`src/rtl/tmr_pkg.sv`:
```
package tmr_pkg;

    localparam int FLAG_W    = 6;
    localparam int NUM_CMP   = 3;
    localparam int REG_COUNT = 10;

    localparam logic [3:0] IDX_CTRL = 4'd0;
    localparam logic [3:0] IDX_PSC  = 4'd1;
    localparam logic [3:0] IDX_STAT = 4'd2;
    localparam logic [3:0] IDX_IEN  = 4'd3;
    localparam logic [3:0] IDX_CMP1 = 4'd4;
    localparam logic [3:0] IDX_CMP2 = 4'd5;
    localparam logic [3:0] IDX_CMP3 = 4'd6;
    localparam logic [3:0] IDX_CNT  = 4'd9;

    localparam int CTRL_EN    = 0;
    localparam int CTRL_RSTEN = 1;
    localparam int CTRL_SRC   = 6;
    localparam int CTRL_FREE  = 9;
    localparam int CTRL_SOFT  = 15;

    localparam logic [31:0] CTRL_DROP_M = 32'h0000_7C14;
    localparam logic [31:0] CTRL_SOFT_M = 32'h0000_8000;
    localparam logic [31:0] CTRL_EN_M   = 32'h0000_0001;
    localparam logic [31:0] CTRL_LOW_M  = 32'h0000_003F;

    localparam int FLG_ROLL = 5;

    typedef enum logic {
        RUN_HALT  = 1'b0,
        RUN_COUNT = 1'b1
    } run_state_e;

endpackage

```
`src/rtl/tmr_tick_gen.sv`:
```
module tmr_tick_gen #(
    parameter int PSC_W = 12
) (
    input  logic             clk,
    input  logic             rst_n,
    input  logic             run,
    input  logic             clr,
    input  logic [2:0]       src,
    input  logic             tick_main,
    input  logic             tick_slow,
    input  logic [PSC_W-1:0] psc,
    output logic             step
);

    logic             sel_tick;
    logic             live;
    logic [PSC_W-1:0] div_q;

    always_comb begin
        unique case (src)
            3'b001, 3'b010: sel_tick = tick_main;
            3'b100:         sel_tick = tick_slow;
            default:        sel_tick = 1'b0;
        endcase
    end

    assign live = run && sel_tick;
    // ">=" lets a lowered prescaler take effect at once
    assign step = live && (div_q >= psc);

    always_ff @(posedge clk or negedge rst_n) begin
        if (!rst_n) begin
            div_q <= '0;
        end else if (clr || step) begin
            div_q <= '0;
        end else if (live) begin
            div_q <= div_q + PSC_W'(1);
        end
    end

endmodule

```
`src/rtl/tmr_compare.sv`:
```
module tmr_compare #(
    parameter int CNT_W = 32,
    parameter int NUM   = 3
) (
    input  logic                      step,
    input  logic [CNT_W-1:0]          cnt_next,
    input  logic [NUM-1:0][CNT_W-1:0] ocr,
    output logic [NUM-1:0]            hit
);

    for (genvar g = 0; g < NUM; g++) begin : g_ch
        assign hit[g] = step && (cnt_next == ocr[g]);
    end

endmodule

```
`src/rtl/tmr_run_ctl.sv`:
```
module tmr_run_ctl
    import tmr_pkg::*;
(
    input  logic clk,
    input  logic rst_n,
    input  logic ctrl_wr,
    input  logic wr_en,
    input  logic wr_rsten,
    input  logic wr_soft,
    output logic running,
    output logic restart
);

    run_state_e state_q, state_d;

    always_comb begin
        state_d = state_q;
        unique case (state_q)
            RUN_HALT:  if (ctrl_wr && !wr_soft && wr_en) state_d = RUN_COUNT;
            RUN_COUNT: if (ctrl_wr && (wr_soft || !wr_en)) state_d = RUN_HALT;
            default:   state_d = RUN_HALT;
        endcase
    end

    always_ff @(posedge clk or negedge rst_n) begin
        if (!rst_n) state_q <= RUN_HALT;
        else        state_q <= state_d;
    end

    always_comb begin
        running = (state_q == RUN_COUNT);
        restart = (state_q == RUN_HALT) && ctrl_wr && !wr_soft && wr_en && wr_rsten;
    end

endmodule

```
`src/rtl/cmp_timer.sv`:
```
module cmp_timer
    import tmr_pkg::*;
#(
    parameter int CNT_W  = 32,
    parameter int PSC_W  = 12,
    parameter int ADDR_W = 12
) (
    input  logic              clk,
    input  logic              rst_n,
    input  logic              tick_main,
    input  logic              tick_slow,
    input  logic              bus_valid,
    input  logic              bus_write,
    input  logic [ADDR_W-1:0] bus_addr,
    input  logic [31:0]       bus_wdata,
    output logic [31:0]       bus_rdata,
    output logic              irq
);

    localparam int WIDX_W = ADDR_W - 2;

    logic [31:0]                  ctrl_q;
    logic [PSC_W-1:0]             psc_q;
    logic [FLAG_W-1:0]            stat_q;
    logic [FLAG_W-1:0]            ien_q;
    logic [NUM_CMP-1:0][CNT_W-1:0] ocr_q;
    logic [CNT_W-1:0]             cnt_q;

    logic [WIDX_W-1:0] widx;
    logic [3:0]        ridx;
    logic              in_map;
    logic              wr;
    logic              ctrl_wr, psc_wr, stat_wr, ien_wr;
    logic [NUM_CMP-1:0] ocr_wr;
    logic              soft_wr;
    logic              unused_lo;

    logic              running, restart;
    logic              step, step_eff;
    logic              free_run;
    logic              cnt_max, reload, ocr1_clr, cnt_clr;
    logic [CNT_W-1:0]  step_val;
    logic [NUM_CMP-1:0] hit;
    logic [FLAG_W-1:0] flag_set;

    // address decode
    assign widx      = bus_addr[ADDR_W-1:2];
    assign unused_lo = ^bus_addr[1:0];
    assign in_map    = (widx < WIDX_W'(REG_COUNT));
    assign ridx      = in_map ? widx[3:0] : 4'hF;
    assign wr        = bus_valid && bus_write && in_map;
    assign ctrl_wr   = wr && (ridx == IDX_CTRL);
    assign psc_wr    = wr && (ridx == IDX_PSC);
    assign stat_wr   = wr && (ridx == IDX_STAT);
    assign ien_wr    = wr && (ridx == IDX_IEN);
    assign soft_wr   = ctrl_wr && bus_wdata[CTRL_SOFT];

    for (genvar g = 0; g < NUM_CMP; g++) begin : g_ocr_wr
        assign ocr_wr[g] = wr && (ridx == IDX_CMP1 + 4'(g));
    end

    tmr_run_ctl u_run (
        .clk      (clk),
        .rst_n    (rst_n),
        .ctrl_wr  (ctrl_wr),
        .wr_en    (bus_wdata[CTRL_EN]),
        .wr_rsten (bus_wdata[CTRL_RSTEN]),
        .wr_soft  (bus_wdata[CTRL_SOFT]),
        .running  (running),
        .restart  (restart)
    );

    assign free_run = ctrl_q[CTRL_FREE];
    assign ocr1_clr = ocr_wr[0] && !free_run;
    assign cnt_clr  = soft_wr || restart || ocr1_clr;

    tmr_tick_gen #(.PSC_W(PSC_W)) u_tick (
        .clk       (clk),
        .rst_n     (rst_n),
        .run       (running),
        .clr       (cnt_clr),
        .src       (ctrl_q[CTRL_SRC+2:CTRL_SRC]),
        .tick_main (tick_main),
        .tick_slow (tick_slow),
        .psc       (psc_q),
        .step      (step)
    );

    // counter next value
    assign cnt_max  = (cnt_q == '1);
    assign reload   = !free_run && (cnt_q == ocr_q[0]);
    assign step_val = (reload || cnt_max) ? '0 : cnt_q + CNT_W'(1);
    assign step_eff = step && !cnt_clr;

    tmr_compare #(.CNT_W(CNT_W), .NUM(NUM_CMP)) u_cmp (
        .step     (step_eff),
        .cnt_next (step_val),
        .ocr      (ocr_q),
        .hit      (hit)
    );

    always_comb begin
        flag_set             = '0;
        flag_set[NUM_CMP-1:0] = hit;
        flag_set[FLG_ROLL]   = step_eff && cnt_max;
    end

    always_ff @(posedge clk or negedge rst_n) begin
        if (!rst_n) begin
            ctrl_q <= '0;
            psc_q  <= '0;
            stat_q <= '0;
            ien_q  <= '0;
            ocr_q  <= '1;
            cnt_q  <= '0;
        end else if (soft_wr) begin
            ctrl_q <= bus_wdata & ~(CTRL_DROP_M | CTRL_SOFT_M | CTRL_LOW_M);
            psc_q  <= '0;
            stat_q <= '0;
            ien_q  <= '0;
            ocr_q  <= '1;
            cnt_q  <= '0;
        end else begin
            if (ctrl_wr) ctrl_q <= bus_wdata & ~(CTRL_DROP_M | CTRL_SOFT_M | CTRL_EN_M);
            if (psc_wr)  psc_q  <= bus_wdata[PSC_W-1:0];
            if (ien_wr)  ien_q  <= bus_wdata[FLAG_W-1:0];
            stat_q <= (stat_q & ~(stat_wr ? bus_wdata[FLAG_W-1:0] : '0)) | flag_set;
            for (int i = 0; i < NUM_CMP; i++) begin
                if (ocr_wr[i]) ocr_q[i] <= bus_wdata[CNT_W-1:0];
            end
            if (cnt_clr)       cnt_q <= '0;
            else if (step_eff) cnt_q <= step_val;
        end
    end

    assign irq = running && ((stat_q & ien_q) != '0);

    always_comb begin
        unique case (ridx)
            IDX_CTRL: bus_rdata = ctrl_q | {31'd0, running};
            IDX_PSC:  bus_rdata = 32'(psc_q);
            IDX_STAT: bus_rdata = 32'(stat_q);
            IDX_IEN:  bus_rdata = 32'(ien_q);
            IDX_CMP1: bus_rdata = 32'(ocr_q[0]);
            IDX_CMP2: bus_rdata = 32'(ocr_q[1]);
            IDX_CMP3: bus_rdata = 32'(ocr_q[2]);
            IDX_CNT:  bus_rdata = 32'(cnt_q);
            default:  bus_rdata = '0;
        endcase
    end

endmodule

```
`config.mk`:
```
export PLATFORM = sky130hd
export DESIGN_NAME = cmp_timer
export DESIGN_NICKNAME = d
export VERILOG_FILES = /design/src/rtl/tmr_pkg.sv /design/src/rtl/tmr_tick_gen.sv /design/src/rtl/tmr_compare.sv /design/src/rtl/tmr_run_ctl.sv /design/src/rtl/cmp_timer.sv
export SDC_FILE = /design/constraint.sdc
export NUM_CORES = 1
export LEC_CHECK = 0
export BUFFER_PORTS_ARGS = -buffer_cell sky130_fd_sc_hd__buf_2
export CORE_MARGIN = 8
export CORE_UTILIZATION = 30
export CTS_CLUSTER_SIZE = 24
export DETAILED_ROUTE_END_ITERATION = 6
export PLACE_DENSITY = 0.45
export SYNTH_ARGS = -nofsm -noshare
export SYNTH_HDL_FRONTEND = slang
export SYNTH_HIERARCHICAL = 1
export SYNTH_SLANG_ARGS = --single-unit
```
`constraint.sdc`:
```
create_clock -name clk -period 5.1 [get_ports clk]
set_clock_uncertainty 0.2 [all_clocks]
set_input_delay 0.765 -clock clk [delete_from_list [all_inputs] [get_ports clk]]
set_output_delay 0.765 -clock clk [all_outputs]
set_load 0.01 [all_outputs]
```
==> impl_metrics.tcl, run 1 <==
set metrics [dict create \
    critPathSlowestCell "or4_4" \
    avgSynthCellArea_um2 8.49 \
    dr.first_iter.drc_count 1095 \
    hpwlAfterDp_um 33100 \
    grt_pass1_vias 10551 \
    layout.nets 1528 \
    cts.clk_slew.worst_paths_ns 0.07 \
    post-route-period-util 0.876 \
    syn_inst 1427 \
    grt_max_degree 105 \
    min_path_type "input pin to async pin" \
    fmax_ghz 0.224 \
    synth_top_area_share 0.208 \
    drv_slew 0 \
    n_antenna_cell 0 \
    pwr-share-clk 0.493 \
    via_per_inst 5.41 \
    globalRouteOverflowTotal 0 \
    cts_buffers 17 \
    io_buffers 80 \
    worst-path-buf-inv 2 \
    vias 10828 \
    cp-end-kind "register" \
    p_int_uw 2490 \
    start_util 0.304 \
    clock_sinks 188 \
    switching_share 0.231 \
    final_hold_viol_count 0 \
    critical_path_depth 14 \
    placeableCoreArea_um2 39800 \
    r2r_cells 14 \
    p_switching_uw 746 \
    cp_top_family "simple AND/OR/NAND/NOR gates" \
    setup-violations-final 0 \
    wl_per_cell_um 23.6 \
    r2r_slack_ns 0.63 \
    setup.worst_path.start "cnt_q[1]" \
    fp.dieW_um 217 \
    h-tree-depth 4 \
    antenna_found_initial 0 \
    root_buffer "clkbuf_16" \
    cts_resized 0 \
    cts.path.max_buffers 2 \
    worst_pin_slew_ns 1.12 \
    ys.flop_type "dfstp_2" \
    synth_seq_cells 188 \
    cts_tree "done" \
    grtUsageTotal 0.199 \
    drc_errors 0 \
    synthArstFlopShare 1.00 \
    postCtsSetupBuffers 0 \
    cp.arrival_ns 4.64 \
    ioPinCount 83 \
    ys_types 67 \
    slew_headroom 0.252 \
    gp_congestion 0.891 \
    ant_nets 0 \
    syn_nets 1491 \
    ys_warn_count 6 \
    regToRegStartpoint "cnt_q[1]" \
    rsz0062_at_grt "false" \
    power_density_nw_per_um2 235 \
    seq_area_frac_synth 0.398 \
    dieArea_um2 47100 \
    drt-pass1-iter-count 6 \
    r2r-end "stat_q[2]" \
    register_area_um2 4820 \
    vdd_drop_max_mv 0.234 \
    core.rowCount 73 \
    drt_wl_total_um 47200 \
    die_y_um 217 \
    p_comb_frac 0.038 \
    crit_chain "ha_1, nand3_1, or4b_4, or4_4, nand2_1, buf_4, nor2_1, xor2_1, nor4_1, buf_4, nand4_1, nor3_2, a21oi_1, nor2_1" \
    min_period_ns 4.47 \
    multi_input_area_um2 6700 \
    drive_gt1_frac 0.208 \
    path_max_fanout 23 \
    fin_util 0.346 \
    synth_edf_count 0 \
    nFillCells 4262 \
    synthTopCellsByArea "dfstp_2 21%, dfrtp_1 19%, nand2_1 9.6%" \
    worstSetupPathType "register to register" \
    status "finished clean" \
    pwr-share-seq 0.469 \
    area_delta_synth_final_pct 13.7 \
    yosysTopAreaCell "dfstp_2" \
    syn_area_um2 12100 \
    startpoint_type "register" \
    grt_pass1_wl_um 71500 \
    crit_end "stat_q[2]" \
    clkLatencyLatePin_ns 0.46 \
    holdWs_ns 0.128 \
    leakagePower_uw 0.00636 \
    critical-path-max-stage-delay_ns 0.64 \
    drv_cap 0 \
    cts_hold_buf 0 \
    tns_ns 0 \
    cp.required_ns 5.28 \
]
synth_stat cells (7+ instances only):
| library cell | count |
|---|---|
| a21oi_1 | 41 |
| a221o_1 | 17 |
| a222oi_1 | 8 |
| a22o_1 | 8 |
| a22oi_1 | 25 |
| and2_1 | 7 |
| and3_1 | 21 |
| and4_1 | 7 |
| buf_2 | 20 |
| buf_4 | 9 |
| clkbuf_1 | 76 |
| dfrtp_1 | 92 |
| dfstp_2 | 96 |
| ha_1 | 14 |
| inv_1 | 26 |
| mux2_2 | 20 |
| mux2i_1 | 19 |
| nand2_1 | 311 |
| nand2b_1 | 7 |
| nand3_1 | 138 |
| nand4_1 | 43 |
| nor2_1 | 98 |
| nor3_1 | 15 |
| nor4_1 | 26 |
| o21ai_0 | 24 |
| o2bb2ai_2 | 7 |
| o41ai_1 | 8 |
| or3_1 | 7 |
| xnor2_1 | 47 |
| xor2_1 | 116 |
sequential cells by signal, indices dropped and copies added, names as in the netlist:
register and flops:
ocr_q 96, cnt_q 32, ctrl_q 23, psc_q 12
u_tick/div_q 12, ien_q 6, stat_q 6, u_run/running 1
power groups by stage:
stage | Sequential, uW | Clock, uW | Combinational, uW
final | 1520 | 1590 | 122
after global placement | 1540 | 0 | 123
after global routing | 1520 | 1680 | 135
after CTS | 1520 | 1630 | 124
after detailed placement | 1540 | 0 | 123
after floorplan | 1540 | 0 | 38.1
per-stage QoR:
stage / worst slack [ns] / power [uW] / instance area (um^2) / std cells
2_1_floorplan: 1.22 / 1580 / 12100 / 1427
3_3_place_gp: 0.753 / 1670 / 13100 / 1970
6_report: 0.631 / 3230 / 13800 / 2002
4_1_cts: 0.683 / 3270 / 13800 / 2002
3_5_place_dp: 0.705 / 1670 / 13100 / 1970
5_1_grt: 0.492 / 3330 / 13800 / 2002
per-layer routing:
layer / vias to the layer above / global-route usage / share of wire
met4: 0 / 0.0494 / 0.016
met2: 347 / 0.316 / 0.47
li1: 5033 / - / -
met1: 5401 / 0.284 / 0.47
met5: - / 0 / 0
met3: 47 / 0.0241 / 0.048
logic make-up after synthesis:
family / share of synthesized area
mux: 0.0343
buf+inv: 0.0504
flops: 0.398
xor+xnor: 0.118
compound gates: 0.103
simple gates: 0.282
fa+ha+maj: 0.0145
cell type report:
type                    instances  area share
inverters                      27     0.00735
clock inverters                12      0.0145
flip-flops and latches        188       0.350
multi-input cells            1098       0.486
well taps                     525      0.0477
repair buffers                132      0.0589
clock buffers                  20      0.0355
worst min-delay path by stage:
| stage | to | slack (ns) |
|---|---|---|
| floorplan | cnt_q[0] | 0.27 |
| global placement | ocr_q[45] | 0.29 |
| detailed placement | ocr_q[91] | 0.30 |
| CTS | u_run/running | 0.17 |
| global route | u_run/running | 0.19 |
| finish | u_run/running | 0.13 |
cells in the final DEF (no fill, tap or decap), drive strengths merged, types with 19 or more instances in the layout:
cell type,synthesis,final
a21oi,41,41
dfrtp,92,92
inv,27,30
nand4,45,45
o21ai,24,24
nor4,28,28
nor2,98,98
dfstp,96,96
clkbuf,76,21
mux2i,19,19
and3,21,21
xor2,116,116
nand3,138,138
nand2,312,312
a22oi,25,25
mux2,20,20
buf,38,131
xnor2,47,47
(Power assumes the default switching activity.)
==> run 2, diff against run 1 <==
Settings changed: RECOVER_POWER from default to 50, SYNTH_HIERARCHICAL 1 to default, TNS_END_PERCENT from default to 20.
==> run 2 against run 1 <==
The flow now finishes with violations (DRC, capacitance limit, slew limit). Fmax increased by 4.8%. Worst setup slack improved by 0.20 ns. Synthesized area increased by 6.6%. Final cell count increased by 8.0%. Register-to-register slack improved by 0.29 ns. Combinational power increased by 12%. Clock power decreased by 8%. Flip-flop and latch count unchanged. Wire length increased by 24%. Via count increased by 18%. Non-clock buffer count increased by 14. Critical path type is now input pin to output pin. Highest routed layer unchanged.
==> impl_metrics.tcl, run 2 <==
set metrics [dict create \
    synthArstFlopShare 1.00 \
    n_antenna_cell 0 \
    tns_ns 0 \
    reg_top3 "ocr_q x96, cnt_q x32, ctrl_q x23" \
    register_area_um2 4820 \
    placeableCoreArea_um2 42800 \
    layout_commonest_cell "nand2_1" \
    cts_hold_buf 0 \
    rsz0062_at_grt "false" \
    dpl_worst_slack_ns 0.877 \
    final_hold_viol_count 0 \
    ioPinCount 83 \
    yosys-top-cells-count "308 x nand2_1, 115 x nand3_1, 101 x nor2_1" \
    via_per_inst 5.92 \
    path_max_fanout 30 \
    avgSynthCellArea_um2 8.28 \
    area_delta_synth_final_pct 13.5 \
    nFillCells 4513 \
    yosysMostFrequentCell "nand2_1" \
    leakagePower_uw 0.00621 \
    syn_inst 1560 \
    min_path_type "register to register" \
    synthTopCellsByArea "dfstp_2 20%, dfrtp_1 18%, nand2_1 9.0%" \
    die_y_um 223 \
    drv_slew 131 \
    io_buffers 80 \
    vdd_drop_max_mv 0.248 \
    drv_cap 3 \
    root_buffer "clkbuf_16" \
    status "finished with violations" \
    worstSetupPathType "input pin to output pin" \
    placed_cell_area_um2 14000 \
    syn_nets 1624 \
    postCtsSetupBuffers 0 \
    startpoint_type "input pin" \
    layout.nets 1667 \
    min_period_ns 4.27 \
    syn_area_um2 12900 \
    holdWs_ns 0.296 \
    drive_gt1_frac 0.199 \
    cts_tree "done" \
    multi_input_area_um2 7460 \
    violations "DRC, capacitance limit, slew limit" \
    fin_util 0.343 \
    hpwlAfterDp_um 43500 \
    setup-violations-final 0 \
    grt_pass1_vias 12325 \
    fp.dieW_um 223 \
    h-tree-depth 4 \
    synth_seq_cells 188 \
    antenna_found_initial 0 \
    gp_congestion 0.966 \
    grt_max_degree 85 \
    grtUsageTotal 0.234 \
    ant_nets 0 \
    core.rowCount 76 \
    seq_area_frac_synth 0.374 \
    cp.arrival_ns 3.30 \
    ys.flop_type "dfstp_2" \
    vias 12806 \
    fmax_ghz 0.234 \
    clock_sinks 188 \
    synth_edf_count 0 \
    ys_types 84 \
    drt-pass1-iter-count 7 \
    cp.required_ns 4.14 \
    layout_common_cells "308 x nand2_1, 115 x nand3_1, 100 x nor2_1" \
    wl_per_cell_um 27.0 \
    synth_top_area_share 0.195 \
    globalRouteOverflowTotal 0 \
    largest_reg_flops 96 \
    clkLatencyLatePin_ns 0.48 \
    dr.first_iter.drc_count 1555 \
    largest_register "ocr_q" \
    power_density_nw_per_um2 214 \
    ys_warn_count 0 \
    cts.path.max_buffers 2 \
    cts_buffers 17 \
    finish.instance_area_um2 14700 \
    cts_resized 0 \
    post-route-period-util 0.836 \
    grt_pass1_wl_um 87000 \
    cts.clk_slew.worst_paths_ns 0.07 \
    worst_pin_slew_ns 3.46 \
    drt_wl_total_um 58400 \
    yosysTopAreaCell "dfstp_2" \
    dieArea_um2 49900 \
    cp-end-kind "output pin" \
    slew_headroom -1.30 \
    drc_errors 4 \
    setup_slack_ns 0.834 \
    start_util 0.302 \
]
## run 2: changes by cell type in the layout (fill, tap and decap cells not counted), moves of 14 or more
| cell | previous run | this run |
|---|---|---|
| a21oi_1 | 41 | 68 |
| xor2_1 | 116 | 29 |
| o211ai_1 | 2 | 18 |
| o21ai_0 | 24 | 64 |
| inv_1 | 26 | 42 |
| xnor2_1 | 47 | 61 |
| nand4_1 | 43 | 22 |
| a222oi_1 | 8 | 33 |
| nand3_1 | 138 | 115 |
## run 2: cells by family after synthesis
family	share of synthesized area
adders and majority gates	0.0136
xor gates and xnor gates	0.0710
buffers and inverters	0.0522
AOI/OAI and AO/OA	0.185
and+or+nand+nor	0.265
DFF	0.374
muxes	0.0397
## run 2: worst max-delay path, stage by stage
cell and delay, ns:
buf_2 0.09, or4_1 0.63, nor3_1 0.28, nand2_1 0.32, nor4b_2 0.29, buf_4 0.42
a22oi_1 0.14, o21ai_0 0.16, buf_2 0.20
## run 2: metal layers
metal,vias up,part of all wire,GRT usage
li1,5721,-,-
met1,6535,0.47,0.338
met2,485,0.45,0.361
met3,65,0.058,0.0303
met4,0,0.020,0.0646
met5,-,0,0
## run 2: cell type report
type | count | share of cell area
multi-input combinational | 1207 | 0.509
sequential | 188 | 0.329
timing repair buffer | 146 | 0.0617
tap | 546 | 0.0466
clock buffer | 23 | 0.0347
inverter | 43 | 0.0110
clock inverter | 9 | 0.00819
## run 2: per-stage QoR
step,cells,total power (uW)
finish,2162,3130
detailed placement,2130,1700
floorplan,1560,1600
global placement,2130,1700
global route,2162,3240
CTS,2162,3180
## run 2: where the power goes
part | switching [uW] | internal (uW) | leakage (uW) | total, uW
Combinational | 93.6 | 43.8 | 0.00364 | 137
Sequential | 22.8 | 1510 | 0.00226 | 1530
Clock | 652 | 813 | 0.000308 | 1460
## run 2: worst paths after layout
path / startpoint / to / slack (ns) / cells after the start
min in group asynchronous: rst_n / ctrl_q[19] / 1.46 / 1
hold / removal: ctrl_q[1] / ctrl_q[1] / 0.30 / 2
setup / recovery: bus_addr[8] / bus_rdata[13] / 0.83 / 9
hold reg to reg: ctrl_q[1] / ctrl_q[1] / 0.30 / 2
max in group asynchronous: rst_n / ocr_q[11] / 1.23 / 2
setup reg to reg: cnt_q[12] / stat_q[2] / 0.92 / 10
